--- src/rtl/pwr_seq_pkg.sv ---
package pwr_seq_pkg;
  // ranked by restriction: a larger value wins
  typedef enum logic [1:0] {
    LVL_RUN  = 2'd0,
    LVL_STBY = 2'd1,
    LVL_PDN  = 2'd2
  } lvl_e;

  typedef enum logic [1:0] {
    ST_RUN  = 2'd0,
    ST_STBY = 2'd1,
    ST_PDN  = 2'd2,
    ST_WAKE = 2'd3
  } st_e;

  localparam logic [1:0] MODE_RUN  = 2'b00;
  localparam logic [1:0] MODE_PDN  = 2'b01;
  localparam logic [1:0] MODE_STBY = 2'b10;
  localparam logic [1:0] MODE_DRST = 2'b11;
endpackage

--- src/rtl/pwr_seq_sync.sv ---
module pwr_seq_sync #(
  parameter int STAGES = 2
) (
  input  logic clk_i,
  input  logic rst_ni,
  input  logic d_i,
  output logic q_o
);
  logic [STAGES-1:0] sr_q;

  generate
    for (genvar i = 0; i < STAGES; i++) begin : g_stage
      if (i == 0) begin : g_first
        always_ff @(posedge clk_i or negedge rst_ni) begin
          if (!rst_ni) sr_q[0] <= 1'b0;
          else         sr_q[0] <= d_i;
        end
      end else begin : g_rest
        always_ff @(posedge clk_i or negedge rst_ni) begin
          if (!rst_ni) sr_q[i] <= 1'b0;
          else         sr_q[i] <= sr_q[i-1];
        end
      end
    end
  endgenerate

  assign q_o = sr_q[STAGES-1];
endmodule

--- src/rtl/pwr_seq_arb.sv ---
module pwr_seq_arb
  import pwr_seq_pkg::*;
(
  input  logic [1:0] mode_i,
  input  logic       pin_sel_stby_i,
  input  logic       pin_req_i,
  output lvl_e       lvl_o,
  output logic       dig_rst_o
);
  lvl_e reg_lvl, pin_lvl;

  always_comb begin
    unique case (mode_i)
      MODE_PDN:  reg_lvl = LVL_PDN;
      MODE_STBY: reg_lvl = LVL_STBY;
      default:   reg_lvl = LVL_RUN;
    endcase
  end

  always_comb begin
    if (!pin_req_i)          pin_lvl = LVL_RUN;
    else if (pin_sel_stby_i) pin_lvl = LVL_STBY;
    else                     pin_lvl = LVL_PDN;
  end

  assign lvl_o     = (pin_lvl > reg_lvl) ? pin_lvl : reg_lvl;
  assign dig_rst_o = (mode_i == MODE_DRST);
endmodule

--- src/rtl/pwr_seq_fsm.sv ---
module pwr_seq_fsm
  import pwr_seq_pkg::*;
#(
  parameter int HOLD_CYC = 2
) (
  input  logic clk_i,
  input  logic rst_ni,
  input  lvl_e lvl_i,
  input  logic dig_rst_i,
  output logic dp_clk_en_o,
  output logic dp_rst_o,
  output logic out_en_o,
  output logic cfg_alive_o
);
  localparam int CW = (HOLD_CYC < 2) ? 1 : $clog2(HOLD_CYC + 1);
  localparam logic [CW-1:0] CNT_LOAD = CW'(HOLD_CYC - 1);

  st_e         st_q, st_d;
  logic [CW-1:0] cnt_q, cnt_d;
  logic        dig_q;
  logic        alive_q;

  always_comb begin
    st_d  = st_q;
    cnt_d = cnt_q;
    unique case (lvl_i)
      LVL_PDN:  st_d = ST_PDN;
      LVL_STBY: st_d = ST_STBY;
      default: begin
        if (st_q == ST_PDN) begin
          st_d  = ST_WAKE;
          cnt_d = CNT_LOAD;
        end else if (st_q == ST_WAKE) begin
          if (cnt_q == '0) st_d = ST_RUN;
          else             cnt_d = cnt_q - 1'b1;
        end else begin
          st_d = ST_RUN;
        end
      end
    endcase
  end

  // power-on leaves the data path in power-down, so release goes through wake
  always_ff @(posedge clk_i or negedge rst_ni) begin
    if (!rst_ni) begin
      st_q    <= ST_PDN;
      cnt_q   <= '0;
      dig_q   <= 1'b0;
      alive_q <= 1'b0;
    end else begin
      st_q    <= st_d;
      cnt_q   <= cnt_d;
      dig_q   <= dig_rst_i;
      alive_q <= 1'b1;
    end
  end

  always_comb begin
    unique case (st_q)
      ST_RUN: begin
        dp_clk_en_o = 1'b1;
        dp_rst_o    = dig_q;
        out_en_o    = !dig_q;
      end
      ST_STBY: begin
        dp_clk_en_o = 1'b0;
        dp_rst_o    = dig_q;
        out_en_o    = 1'b0;
      end
      ST_WAKE: begin
        dp_clk_en_o = 1'b1;
        dp_rst_o    = 1'b1;
        out_en_o    = 1'b0;
      end
      default: begin
        dp_clk_en_o = 1'b0;
        dp_rst_o    = 1'b1;
        out_en_o    = 1'b0;
      end
    endcase
  end

  assign cfg_alive_o = alive_q;
endmodule

--- src/rtl/pwr_seq.sv ---
module pwr_seq
  import pwr_seq_pkg::*;
#(
  parameter int SYNC_STAGES = 2,
  parameter int HOLD_CYC    = 2
) (
  input  logic       clk_i,
  input  logic       rst_ni,
  input  logic [1:0] pwr_mode_i,
  input  logic       pin_standby_sel_i,
  input  logic       pwr_pin_i,
  output logic       dp_clk_en_o,
  output logic       dp_rst_o,
  output logic       out_en_o,
  output logic       cfg_alive_o
);
  logic pin_req;
  lvl_e lvl;
  logic dig_rst;

  pwr_seq_sync #(.STAGES(SYNC_STAGES)) u_sync (
    .clk_i (clk_i),
    .rst_ni(rst_ni),
    .d_i   (pwr_pin_i),
    .q_o   (pin_req)
  );

  pwr_seq_arb u_arb (
    .mode_i        (pwr_mode_i),
    .pin_sel_stby_i(pin_standby_sel_i),
    .pin_req_i     (pin_req),
    .lvl_o         (lvl),
    .dig_rst_o     (dig_rst)
  );

  pwr_seq_fsm #(.HOLD_CYC(HOLD_CYC)) u_fsm (
    .clk_i      (clk_i),
    .rst_ni     (rst_ni),
    .lvl_i      (lvl),
    .dig_rst_i  (dig_rst),
    .dp_clk_en_o(dp_clk_en_o),
    .dp_rst_o   (dp_rst_o),
    .out_en_o   (out_en_o),
    .cfg_alive_o(cfg_alive_o)
  );
endmodule

--- config.mk ---
export PLATFORM = sky130hd
export DESIGN_NAME = pwr_seq
export DESIGN_NICKNAME = d
export VERILOG_FILES = /design/src/rtl/pwr_seq_pkg.sv /design/src/rtl/pwr_seq_sync.sv /design/src/rtl/pwr_seq_arb.sv /design/src/rtl/pwr_seq_fsm.sv /design/src/rtl/pwr_seq.sv
export SDC_FILE = /design/constraint.sdc
export NUM_CORES = 1
export LEC_CHECK = 0
export BUFFER_PORTS_ARGS = -buffer_cell sky130_fd_sc_hd__buf_2
export CAP_MARGIN = 5
export CELL_PAD_IN_SITES_DETAIL_PLACEMENT = 1
export CELL_PAD_IN_SITES_GLOBAL_PLACEMENT = 1
export CORE_MARGIN = 8
export CORE_UTILIZATION = 35
export CTS_CLUSTER_DIAMETER = 80
export CTS_CLUSTER_SIZE = 14
export DETAILED_ROUTE_END_ITERATION = 12
export PLACE_DENSITY = 0.82
export SETUP_SLACK_MARGIN = 0.05
export SLEW_MARGIN = 20
export SYNTH_ARGS = -nofsm -noshare
export SYNTH_HDL_FRONTEND = slang
export SYNTH_SLANG_ARGS = --single-unit
--- constraint.sdc ---
create_clock -name clk_i -period 1.8 [get_ports clk_i]
set_input_delay 0.18 -clock clk_i [delete_from_list [all_inputs] [get_ports clk_i]]
set_output_delay 0.18 -clock clk_i [all_outputs]
set_load 0.005 [all_outputs]
Word level (Yosys, flattened, before mapping) --
Index checks and enable logic that the tools add are counted.
Storage, ports and cells: input bits 6, memories 0, latch bits 0, output and inout port bits 4, logic and storage cells 41, bits in writable memories 0, bits in read-only memories 0, flip-flop bits (word level) 8
Cells by class: multiplexer cells 14, shifts and indexed selects 0, bitwise gates (word level) 1, equality and inequality tests 10, magnitude comparators 1, $mul 0, reduce and logical (&&, ||, !) cells 8, div/mod/pow operators 0, add/subtract/negate cells 1
Operators with widths (count):
- $mux 2 | 9
- $eq 2x2->1 const B | 5
- $pmux 2 s2 | 2
- $eq 2x1->1 const B | 3
- $reduce_or 2->1 | 3
- $ne 5x4->1 const B | 1
- $logic_not 2->1 | 2
- $mux 1 | 3
- $reduce_and 3->1 | 1
- $gt 2x2->1 | 1
- $ne 2x1->1 const B | 1
- $reduce_bool 2->1 | 1
- $sub 2x1->2 const B | 1
- $logic_not 1->1 | 1
- $not 1->1 | 1

Longest topological paths before layout --
Gate-level depths: netlist of run 1.
word-level depth 8, gate-level depth with buffers 10

Modules after synthesis --
A second synthesis of run 1 with hierarchy kept.
Unflattened totals: cells, all modules 56, area total of the unflattened synthesis 580.6 um2
Modules (own cells, without submodules):
- pwr_seq_fsm | seq. area each 151.4 um2, cells each 37, area an instance 399.1 um2, instances 1
- pwr_seq_arb | seq. area each 0.0 um2, cells each 17, area an instance 131.4 um2, instances 1
- pwr_seq_sync | seq. area each 50.0 um2, cells each 2, area an instance 50.0 um2, instances 1

Worst setup path after synthesis of run 1 --
Ideal clock, no wire load.
kind register to register, start register u_sync.sr_q[1], in the netlist u_sync.q_o, end register u_fsm.cnt_q[0], data arrival time 1.892 ns, library setup time 0.122 ns, stages on the path, launching flop included 10, slack -0.214 ns, path buffers 0, cell sequence dfrtp_1 -> nor2b_1 -> ha_1 -> nor3b_1 -> a31oi_1 -> a22o_1 -> ha_1 -> nand4bb_1 -> nand2_1 -> o21ai_1
On the way: word-level cells in the longest chain between the ends 7, elaborated cells on any way between the ends 8
Ends and longest elaborated chain:
- start, declared | line pwr_seq_sync.sv:9 | logic [STAGES-1:0] sr_q;
- start signal, assigned by index | line pwr_seq_sync.sv:21 | else sr_q[i] <= sr_q[i-1];
- $mux 2 * | line pwr_seq_arb.sv:21 | if (!pin_req_i) pin_lvl = LVL_RUN;
- $gt 2x2->1 | line pwr_seq_arb.sv:26 | assign lvl_o = (pin_lvl > reg_lvl) ? pin_lvl : reg_lvl;
- $mux 2 * | line pwr_seq_arb.sv:26
- $eq 2x2->1 or $eq 2x1->1 (tied branches) | line pwr_seq_fsm.sv:26 | unique case (lvl_i)
- $reduce_or 2->1 (no source line) *
- $not 1->1 (no source line) *
- $reduce_and 3->1 (no source line) *
- end signal, assigned | line pwr_seq_fsm.sv:52 | cnt_q <= cnt_d;
- end, declared | line pwr_seq_fsm.sv:19 | logic [CW-1:0] cnt_q, cnt_d;
Every way passes the cells marked *; elsewhere a longest branch is shown, timed or not. A chain may end at the register's enable or synchronous reset.

Final worst setup path of run 1 --
Ends and elaborated chain as after synthesis.

==> impl_metrics.env, run 1 <==
export IMPL_outcome="finished with violations"
export IMPL_violations="setup timing"
export IMPL_drtAntennaViolNets=0
export IMPL_place_area_um2=684
export IMPL_cts_inserted_buffers=3
export IMPL_cp_common_cell="ha_4"
export IMPL_synth_fp_nets=70
export IMPL_cts_root_buffer="clkbuf_4"
export IMPL_drt_iter0_drc=4
export IMPL_grt_pass1_wl_um=2210
export IMPL_critPathRequiredTime_ns=1.93
export IMPL_cap_violations=0
export IMPL_cts_tree="done"
export IMPL_vias_per_cell=4.87
export IMPL_layout_drive_gt1_share=0.474
export IMPL_stdcell_area_um2=800
export IMPL_synth_cell_types=23
export IMPL_arrival_ns=2.11
export IMPL_netlist_area_um2=529
export IMPL_finalWirelength_um=1400
export IMPL_avgSynthCellArea_um2=9.80
export IMPL_stdcell_count=94
export IMPL_cp_max_fo=4
export IMPL_period_share=1.10
export IMPL_firstDrtPassIters=2
export IMPL_placedCellCount=86
export IMPL_finalSetupViolations=4
export IMPL_cp_cell_sequence="nand2_2 -> ha_4 -> nor2_1 -> a32o_1 -> a22o_1 -> ha_4 -> nand4bb_4 -> nand2_1 -> o21ai_1"
export IMPL_dieWidth_um=54.9
export IMPL_nets=95
export IMPL_fin_skew_ns=0.00929
export IMPL_met2_usage=0.183
export IMPL_insertion_delay_ns=0.26
export IMPL_die_area_um2=3010
export IMPL_use_met3=0.0353
export IMPL_clk_pin_slew_ns=0.06
export IMPL_power_density_nw_per_um2=1050
export IMPL_die_y_um=54.9
export IMPL_slowest_delay_ns=0.39
export IMPL_gr_total_overflow=0
export IMPL_hold_viol_final=0
export IMPL_holdWs_ns=0.0225
export IMPL_grt_max_degree=9
export IMPL_path_class="reg2reg"
export IMPL_maxSlewViolCount=0
export IMPL_drt_drc_violations_left=0
export IMPL_finalCoreUtilization=0.550
export IMPL_antenna_found_initial=0
export IMPL_p_leak_nw=0.385
export IMPL_ys_seq_elements=8
export IMPL_io_buffers=9
export IMPL_finalWorstSetupSlack_ns=-0.180
export IMPL_num_vias=458
export IMPL_met1_usage=0.106
export IMPL_hold_class="in2reg"
export IMPL_area_delta_synth_final_pct=51.1
export IMPL_min_period_ns=1.98
export IMPL_total_power_w=0.000843
export IMPL_htreeDepth=1
export IMPL_busiest_layer="met2"
export IMPL_start_util=0.364
export IMPL_rsz0062_at_grt="yes"
export IMPL_cts_num_sinks=8
export IMPL_grt_pass1_vias=528
export IMPL_antennaDiodeCount=0
export IMPL_critPathLaunchType="flop"
export IMPL_ys_seq_area_frac=0.381
export IMPL_track_usage=0.105
export IMPL_yosys_warnings=0
export IMPL_io_pins=10
export IMPL_num_rows=14
export IMPL_cts_max_path_buffers=2
export IMPL_vdd_drop_max_mv=0.703
export IMPL_cpMaxStageDelayCell="dfrtp_1"
export IMPL_globalplace_congestion=0.676
export IMPL_avgRoutedWirePerCell_um=14.9
export IMPL_dp_hpwl_um=1070
export IMPL_critPathCaptureType="flop"
export IMPL_clock_fmax_mhz=505
export IMPL_core_um2=1450
export IMPL_synthCells=54
export IMPL_fillers=175
==> cells in the mapped netlist (all sizes together) <==
cell type | number | share of area
a31oi | 1 | 0.012
nand2 | 2 | 0.014
o21bai | 1 | 0.014
dfstp | 1 | 0.050
nor2b | 3 | 0.035
conb | 1 | 0.0071
nor2 | 3 | 0.021
or2b | 1 | 0.014
dfrtp | 7 | 0.33
nor3b | 1 | 0.014
nand4bb | 1 | 0.021
a22o | 1 | 0.017
o2bb2ai | 1 | 0.017
o21ai | 3 | 0.028
inv | 8 | 0.057
and2 | 1 | 0.014
a22oi | 1 | 0.014
nand3 | 1 | 0.0094
nand2b | 1 | 0.017
a32o | 1 | 0.019
ha | 10 | 0.24
a21oi | 4 | 0.038
==> layout by cell type (no fill, tap or decap), types with 3 or more instances in the layout <==
cell / instances
buf_2: 9
buf_4: 9
inv_1: 7
ha_1: 7
dfrtp_1: 7
o21ai_1: 3
ha_4: 3
clkbuf_4: 3
==> cell type report <==
class / instances / area (um^2) / share of cell area
flip-flops and latches: 8 / 201 / 0.252
well taps: 16 / 20.0 / 0.0250
clock buffers: 4 / 26.3 / 0.0329
repair buffers: 20 / 134 / 0.167
inverters: 8 / 30.0 / 0.0376
multi-input cells: 38 / 388 / 0.485
==> layer usage <==
layer  up-vias  share of wire
li1        230              -
met1       217           0.44
met2         9           0.51
met3         2          0.039
met4         0          0.015
met5         -              0
==> cell families after synthesis <==
logic type,synth area share
DFF,0.381
AOI/OAI and AO/OA,0.158
other,0.00709
adders and majority gates,0.236
and+or+nand+nor,0.161
buffers and inverters,0.0567
==> critical path: cells and delay by family (launching register included) <==
| kind | cells | cell delay [ns] |
|---|---|---|
| flip-flops | 1 | 0.39 |
| adder cells (fa/ha/maj) | 2 | 0.59 |
| AND/OR/NAND/NOR | 4 | 0.32 |
| AO/OA/AOI/OAI | 3 | 0.55 |
==> flip-flops by register name, summed over array words and instances (netlist names) <==
signal,count
u_sync.q_o,1
u_fsm.cfg_alive_o,1
u_fsm.st_q,2
u_fsm.dig_q,1
u_sync.sr_q,1
u_fsm.cnt_q,2
==> metrics by stage <==
step                TNS (ns)  worst slack, ns
floorplan            -0.0719          -0.0466
global placement      -0.399           -0.165
detailed placement    -0.743           -0.269
CTS                   -0.690           -0.219
global route          -0.913           -0.268
finish                -0.600           -0.180
==> power breakdown <==
part / leakage (nW) / internal (W) / switching, W / total [W]
Combinational: 0.275 / 0.000218 / 0.000206 / 0.000425
Clock: 0.0150 / 0.0000850 / 0.0000639 / 0.000149
Sequential: 0.0953 / 0.000231 / 0.0000376 / 0.000269
==> worst paths after layout <==
path / endpoint / slack (ns) / cells past startpoint / start
worst min register to register: u_sync.q_o / 0.37 / 0 / u_sync.sr_q[0]
max in group asynchronous: u_fsm.st_q[1] / 1.27 / 2 / rst_ni
worst max-delay path: u_fsm.cnt_q[0] / -0.18 / 9 / u_sync.q_o
worst max register to register: u_fsm.cnt_q[0] / -0.18 / 9 / u_sync.q_o
worst min-delay path: u_sync.sr_q[0] / 0.02 / 1 / pwr_pin_i
min in group asynchronous: u_fsm.st_q[0] / 0.29 / 2 / rst_ni
==> timing repair <==
item                       4_1_cts  5_1_grt
gates resized for setup          5        4
hold buffers                     1        0
pin swaps                        1        2
buffers inserted                 2        1
setup endpoints to repair        4        4
hold endpoints to repair         8        0
(Power assumes the default switching activity.)
==> run 2, diff against run 1 <==
--- a/config.mk
+++ b/config.mk
@@ -5,16 +5,16 @@
 export SDC_FILE = /design/constraint.sdc
 export NUM_CORES = 1
 export LEC_CHECK = 0
-export BUFFER_PORTS_ARGS = -buffer_cell sky130_fd_sc_hd__buf_2
 export CAP_MARGIN = 5
 export CELL_PAD_IN_SITES_DETAIL_PLACEMENT = 1
 export CELL_PAD_IN_SITES_GLOBAL_PLACEMENT = 1
 export CORE_MARGIN = 8
-export CORE_UTILIZATION = 35
+export CORE_UTILIZATION = 39
 export CTS_CLUSTER_DIAMETER = 80
 export CTS_CLUSTER_SIZE = 14
 export DETAILED_ROUTE_END_ITERATION = 12
-export PLACE_DENSITY = 0.82
+export DONT_BUFFER_PORTS = 1
+export PLACE_DENSITY = 0.8
 export SETUP_SLACK_MARGIN = 0.05
 export SLEW_MARGIN = 20
 export SYNTH_ARGS = -nofsm -noshare
==> impl_metrics.env, run 2 (synthesis results as in run 1) <==
export IMPL_fin_skew_ns=0.00596
export IMPL_r2r_end="u_fsm.cnt_q[0]"
export IMPL_die_area_um2=2790
export IMPL_cts_max_path_buffers=2
export IMPL_regToRegSetupSlack_ns=-0.17
export IMPL_avgRoutedWirePerCell_um=14.2
export IMPL_cap_violations=0
export IMPL_grt_pass1_vias=493
export IMPL_cts_num_sinks=8
export IMPL_gr_total_overflow=0
export IMPL_final_common_cell="buf_4"
export IMPL_hp_start="pwr_mode_i[0]"
export IMPL_clockPowerShare=0.203
export IMPL_cp_max_fo=4
export IMPL_arrival_ns=2.10
export IMPL_num_vias=408
export IMPL_p_sw_w=0.000262
export IMPL_maxSlewViolCount=0
export IMPL_slowest_delay_ns=0.41
export IMPL_start_util=0.412
export IMPL_layout_drive_gt1_share=0.338
export IMPL_antennaDiodeCount=0
export IMPL_cts_tree="done"
export IMPL_finalSetupViolations=4
export IMPL_finalWorstSetupSlack_ns=-0.166
export IMPL_drt_drc_violations_left=0
export IMPL_io_pins=10
export IMPL_clk_pin_slew_ns=0.06
export IMPL_critPathRequiredTime_ns=1.93
export IMPL_rsz0062_at_grt="yes"
export IMPL_globalplace_congestion=0.734
export IMPL_drt_iter0_drc=4
export IMPL_min_period_ns=1.97
export IMPL_drtAntennaViolNets=0
export IMPL_critPathCaptureType="flop"
export IMPL_internal_power_w=0.000472
export IMPL_netSwitchingFraction=0.357
export IMPL_num_rows=13
export IMPL_power_density_nw_per_um2=1020
export IMPL_dp_hpwl_um=890
export IMPL_fillers=147
export IMPL_min_delay_path_depth=1
export IMPL_hold_viol_final=0
export IMPL_die_y_um=52.8
export IMPL_firstDrtPassIters=2
export IMPL_cts_root_buffer="clkbuf_4"
export IMPL_seqPwrFrac=0.363
export IMPL_rr_worst_depth=9
export IMPL_hold_end="u_fsm.dig_q"
export IMPL_critPathLaunchType="flop"
export IMPL_path_class="reg2reg"
export IMPL_combPwrFrac=0.434
export IMPL_cp_cell_sequence="nor2b_4 -> ha_4 -> nor3b_2 -> a31oi_1 -> a22o_1 -> ha_4 -> nand4bb_1 -> nand2_1 -> o21ai_1"
export IMPL_dieWidth_um=52.8
export IMPL_track_usage=0.104
export IMPL_total_power_w=0.000734
export IMPL_core_um2=1280
export IMPL_finalCoreUtilization=0.559
export IMPL_cpMaxStageDelayCell="dfrtp_1"
export IMPL_outcome="finished with violations"
export IMPL_vdd_drop_max_mv=0.551
export IMPL_clock_fmax_mhz=509
export IMPL_nets=85
export IMPL_area_delta_synth_final_pct=35.7
export IMPL_cts_inserted_buffers=3
export IMPL_layout_common_cells="8 x buf_4, 7 x inv_1, 7 x ha_1, 7 x dfrtp_1"
export IMPL_violations="setup timing"
export IMPL_antenna_found_initial=0
export IMPL_finalWirelength_um=1180
export IMPL_cp_common_cell="ha_4"
export IMPL_vias_per_cell=4.92
export IMPL_p_leak_nw=0.338
export IMPL_grt_pass1_wl_um=2130
export IMPL_startpoint="u_sync.q_o"
export IMPL_reg_largest_list="u_fsm.cnt_q x2, u_fsm.st_q x2"
export IMPL_htreeDepth=1
export IMPL_hold_class="in2reg"
export IMPL_grt_max_degree=9
export IMPL_io_buffers=0
export IMPL_period_share=1.09
export IMPL_rr_startpoint="u_sync.q_o"
export IMPL_insertion_delay_ns=0.25
## run 2: worst max path at each step
stage          slack [ns]        endpoint
2_1_floorplan       -0.05  u_fsm.cnt_q[0]
3_3_place_gp        -0.13  u_fsm.cnt_q[0]
3_5_place_dp        -0.18  u_fsm.cnt_q[0]
4_1_cts             -0.17  u_fsm.cnt_q[0]
5_1_grt             -0.26  u_fsm.cnt_q[0]
6_report            -0.17  u_fsm.cnt_q[0]
## run 2: what timing repair did
item / in CTS / in global routing
setup buffers: 2 / 1
setup endpoints to repair: 4 / 4
pin swaps: 2 / 0
hold endpoints to repair: 9 / 0
hold buffers: 2 / 0
resized for setup: 2 / 3
## run 2: area by class of cell
cell class,instances,area (um^2),share of cell area
clock buffers,4,26.3,0.0366
multi-input cells,38,362,0.503
well taps,15,18.8,0.0261
inverters,8,30.0,0.0418
repair buffers,10,80.1,0.111
flip-flops and latches,8,201,0.280
## run 2: power by group through the flow
stage / registers (W) / logic, W / clock network, W
global placement: 0.000270 / 0.000265 / 0
global route: 0.000275 / 0.000364 / 0.000168
CTS: 0.000268 / 0.000302 / 0.000155
detailed placement: 0.000270 / 0.000279 / 0
finish: 0.000266 / 0.000319 / 0.000149
floorplan: 0.000261 / 0.000212 / 0
## run 2: metrics by stage
stage	instances	worst slack (ns)	instance area (um^2)	setup TNS (ns)	hold slack (ns)
2_1_floorplan	54	-0.0466	567	-0.0719	-0.116
3_3_place_gp	74	-0.128	623	-0.336	-0.115
3_5_place_dp	74	-0.184	623	-0.498	-0.115
4_1_cts	82	-0.168	699	-0.541	0.0606
5_1_grt	83	-0.263	718	-0.942	0.0446
6_report	83	-0.166	718	-0.560	0.0674
## run 2: worst max-delay path, delay by kind of cell (launching register included)
family	cells	cell delay, ns
AO/OA/AOI/OAI	3	0.39
AND/OR/NAND/NOR	4	0.50
adder cells (fa/ha/maj)	2	0.54
flip-flops	1	0.41
## run 2: metal layers
metal / track usage / up-vias / part of all wire
met5: 0 / - / 0
met4: 0.0733 / 0 / 0.0034
met3: 0.0284 / 2 / 0.068
met2: 0.154 / 9 / 0.46
met1: 0.124 / 188 / 0.47
li1: - / 209 / -
==> run 3, diff against run 2 <==
==> constraint.sdc (replaced) <==
create_clock -name clk_i -period 1.8 [get_ports clk_i]
set_input_delay 0.18 -clock clk_i [delete_from_list [all_inputs] [get_ports clk_i]]
set_output_delay 0.18 -clock clk_i [all_outputs]
set_load 0.1 [all_outputs]
==> impl_metrics.env, run 3 (synthesis results as in run 1) <==
export IMPL_regToRegSetupSlack_ns=-0.24
export IMPL_finalWorstSetupSlack_ns=-0.241
export IMPL_die_area_um2=2790
export IMPL_met2_wirelength_um=953
export IMPL_startpoint="u_sync.q_o"
export IMPL_cts_root_buffer="clkbuf_4"
export IMPL_die_y_um=52.8
export IMPL_worst_path_buf_inv=0
export IMPL_fin_skew_ns=0.00346
export IMPL_htreeDepth=1
export IMPL_path_class="reg2reg"
export IMPL_vias_per_cell=5.21
export IMPL_hp_start="pwr_mode_i[0]"
export IMPL_rsz0062_at_grt="yes"
export IMPL_cpMaxStageDelayCell="dfrtp_1"
export IMPL_core_um2=1280
export IMPL_cp_cell_sequence="nand2_2 -> ha_4 -> nor2_1 -> a32o_1 -> a22o_1 -> ha_4 -> nand4bb_4 -> nand2_2 -> o21ai_1"
export IMPL_period_share=1.13
export IMPL_antenna_found_initial=0
export IMPL_min_delay_path_depth=1
export IMPL_drt_drc_violations_left=0
export IMPL_critPathCaptureType="flop"
export IMPL_layout_common_cells="12 x buf_4, 7 x inv_1, 7 x dfrtp_1"
export IMPL_hold_class="in2reg"
export IMPL_outcome="finished with violations"
export IMPL_hold_end="u_fsm.dig_q"
export IMPL_power_density_nw_per_um2=1510
export IMPL_rr_startpoint="u_sync.q_o"
export IMPL_clockPowerShare=0.113
export IMPL_firstDrtPassIters=3
export IMPL_track_usage=0.120
export IMPL_drt_iter0_drc=4
export IMPL_grt_pass1_vias=535
export IMPL_drtAntennaViolNets=0
export IMPL_cts_inserted_buffers=3
export IMPL_netSwitchingFraction=0.492
export IMPL_violations="setup timing"
export IMPL_r2r_end="u_fsm.cnt_q[0]"
export IMPL_layout_drive_gt1_share=0.500
export IMPL_wl_met3_um=72
export IMPL_cts_num_sinks=8
export IMPL_min_period_ns=2.04
export IMPL_stdcell_count=89
export IMPL_placedCellCount=78
export IMPL_hold_viol_final=0
export IMPL_seqPwrFrac=0.225
export IMPL_gr_total_overflow=0
export IMPL_fillers=130
export IMPL_maxUsedRoutingLayer="met3"
export IMPL_finalWirelength_um=1680
export IMPL_clk_pin_slew_ns=0.05
export IMPL_cp_max_fo=5
export IMPL_io_pins=10
export IMPL_wl_met1_um=651
export IMPL_nets=91
export IMPL_io_buffers=0
export IMPL_internal_power_w=0.000639
export IMPL_area_delta_synth_final_pct=57.0
export IMPL_cap_violations=0
export IMPL_dp_hpwl_um=944
export IMPL_reg_largest_list="u_fsm.cnt_q x2, u_fsm.st_q x2"
export IMPL_grt_max_degree=9
export IMPL_dieWidth_um=52.8
export IMPL_vdd_drop_max_mv=0.712
export IMPL_critPathRequiredTime_ns=1.93
export IMPL_antennaDiodeCount=0
export IMPL_arrival_ns=2.17
export IMPL_critPathLaunchType="flop"
export IMPL_pre_cts_ws_ns=-0.202
export IMPL_insertion_delay_ns=0.25
export IMPL_globalplace_congestion=0.681
export IMPL_clock_fmax_mhz=490
export IMPL_start_util=0.412
export IMPL_cts_max_path_buffers=2
export IMPL_avgRoutedWirePerCell_um=18.8
export IMPL_critical_path_top_delay_family="adder cells"
export IMPL_rr_worst_depth=9
export IMPL_combPwrFrac=0.662
export IMPL_p_sw_w=0.000619
export IMPL_maxSlewViolCount=0
export IMPL_final_common_cell="buf_4"
export IMPL_num_vias=464
export IMPL_grt_pass1_wl_um=2500
export IMPL_finalSetupViolations=4
export IMPL_slowest_delay_ns=0.41
export IMPL_p_leak_nw=0.381
export IMPL_cts_tree="done"
export IMPL_num_rows=13
export IMPL_cp_num_cells=9
run 3: worst max path at each step:
| stage | end |
|---|---|
| floorplan | u_fsm.cnt_q[0] |
| global placement | u_fsm.cnt_q[0] |
| detailed placement | u_fsm.cnt_q[0] |
| CTS | u_fsm.cnt_q[0] |
| global route | u_fsm.cnt_q[0] |
| finish | u_fsm.cnt_q[0] |
run 3: power groups by stage:
stage          sequential, W  combinational [W]  clock, W
6_report            0.000284           0.000832  0.000142
5_1_grt             0.000287           0.000880  0.000157
4_1_cts             0.000272           0.000759  0.000146
3_5_place_dp        0.000272           0.000715         0
3_3_place_gp        0.000267           0.000692         0
2_1_floorplan       0.000270           0.000493         0
run 3: what timing repair did:
action                                 4_1_cts  5_1_grt
hold buffers                                 2        0
setup endpoints to repair                    4        4
gates resized for setup                      4        7
buffers inserted                             2        3
endpoints found under the hold margin        9        0
pin swaps                                    1        1
run 3: layout make-up:
| class | instances | area [um^2] | area share |
|---|---|---|---|
| Multi-Input combinational cell | 38 | 404 | 0.486 |
| Sequential cell | 8 | 201 | 0.242 |
| Timing Repair Buffer | 16 | 150 | 0.181 |
| Inverter | 8 | 30.0 | 0.0361 |
| Clock buffer | 4 | 26.3 | 0.0316 |
| Tap cell | 15 | 18.8 | 0.0226 |
run 3: per-stage QoR:
stage / instance area (um^2) / utilization / power (W) / setup TNS, ns / hold WS (ns)
3_5_place_dp: 684 / 0.533 / 0.000988 / -0.588 / -0.115
2_1_floorplan: 573 / - / 0.000763 / -0.0719 / -0.116
5_1_grt: 831 / 0.647 / 0.00132 / -1.04 / 0.0842
6_report: 831 / 0.647 / 0.00126 / -0.809 / 0.0984
3_3_place_gp: 684 / 0.533 / 0.000959 / -0.280 / -0.115
4_1_cts: 768 / 0.598 / 0.00118 / -0.687 / 0.0771
run 3: routing by layer:
layer | global-route usage | vias to the layer above
met5 | 0 | -
met4 | 0.0388 | 0
met3 | 0.0199 | 0
met2 | 0.236 | 9
met1 | 0.122 | 233
li1 | - | 222
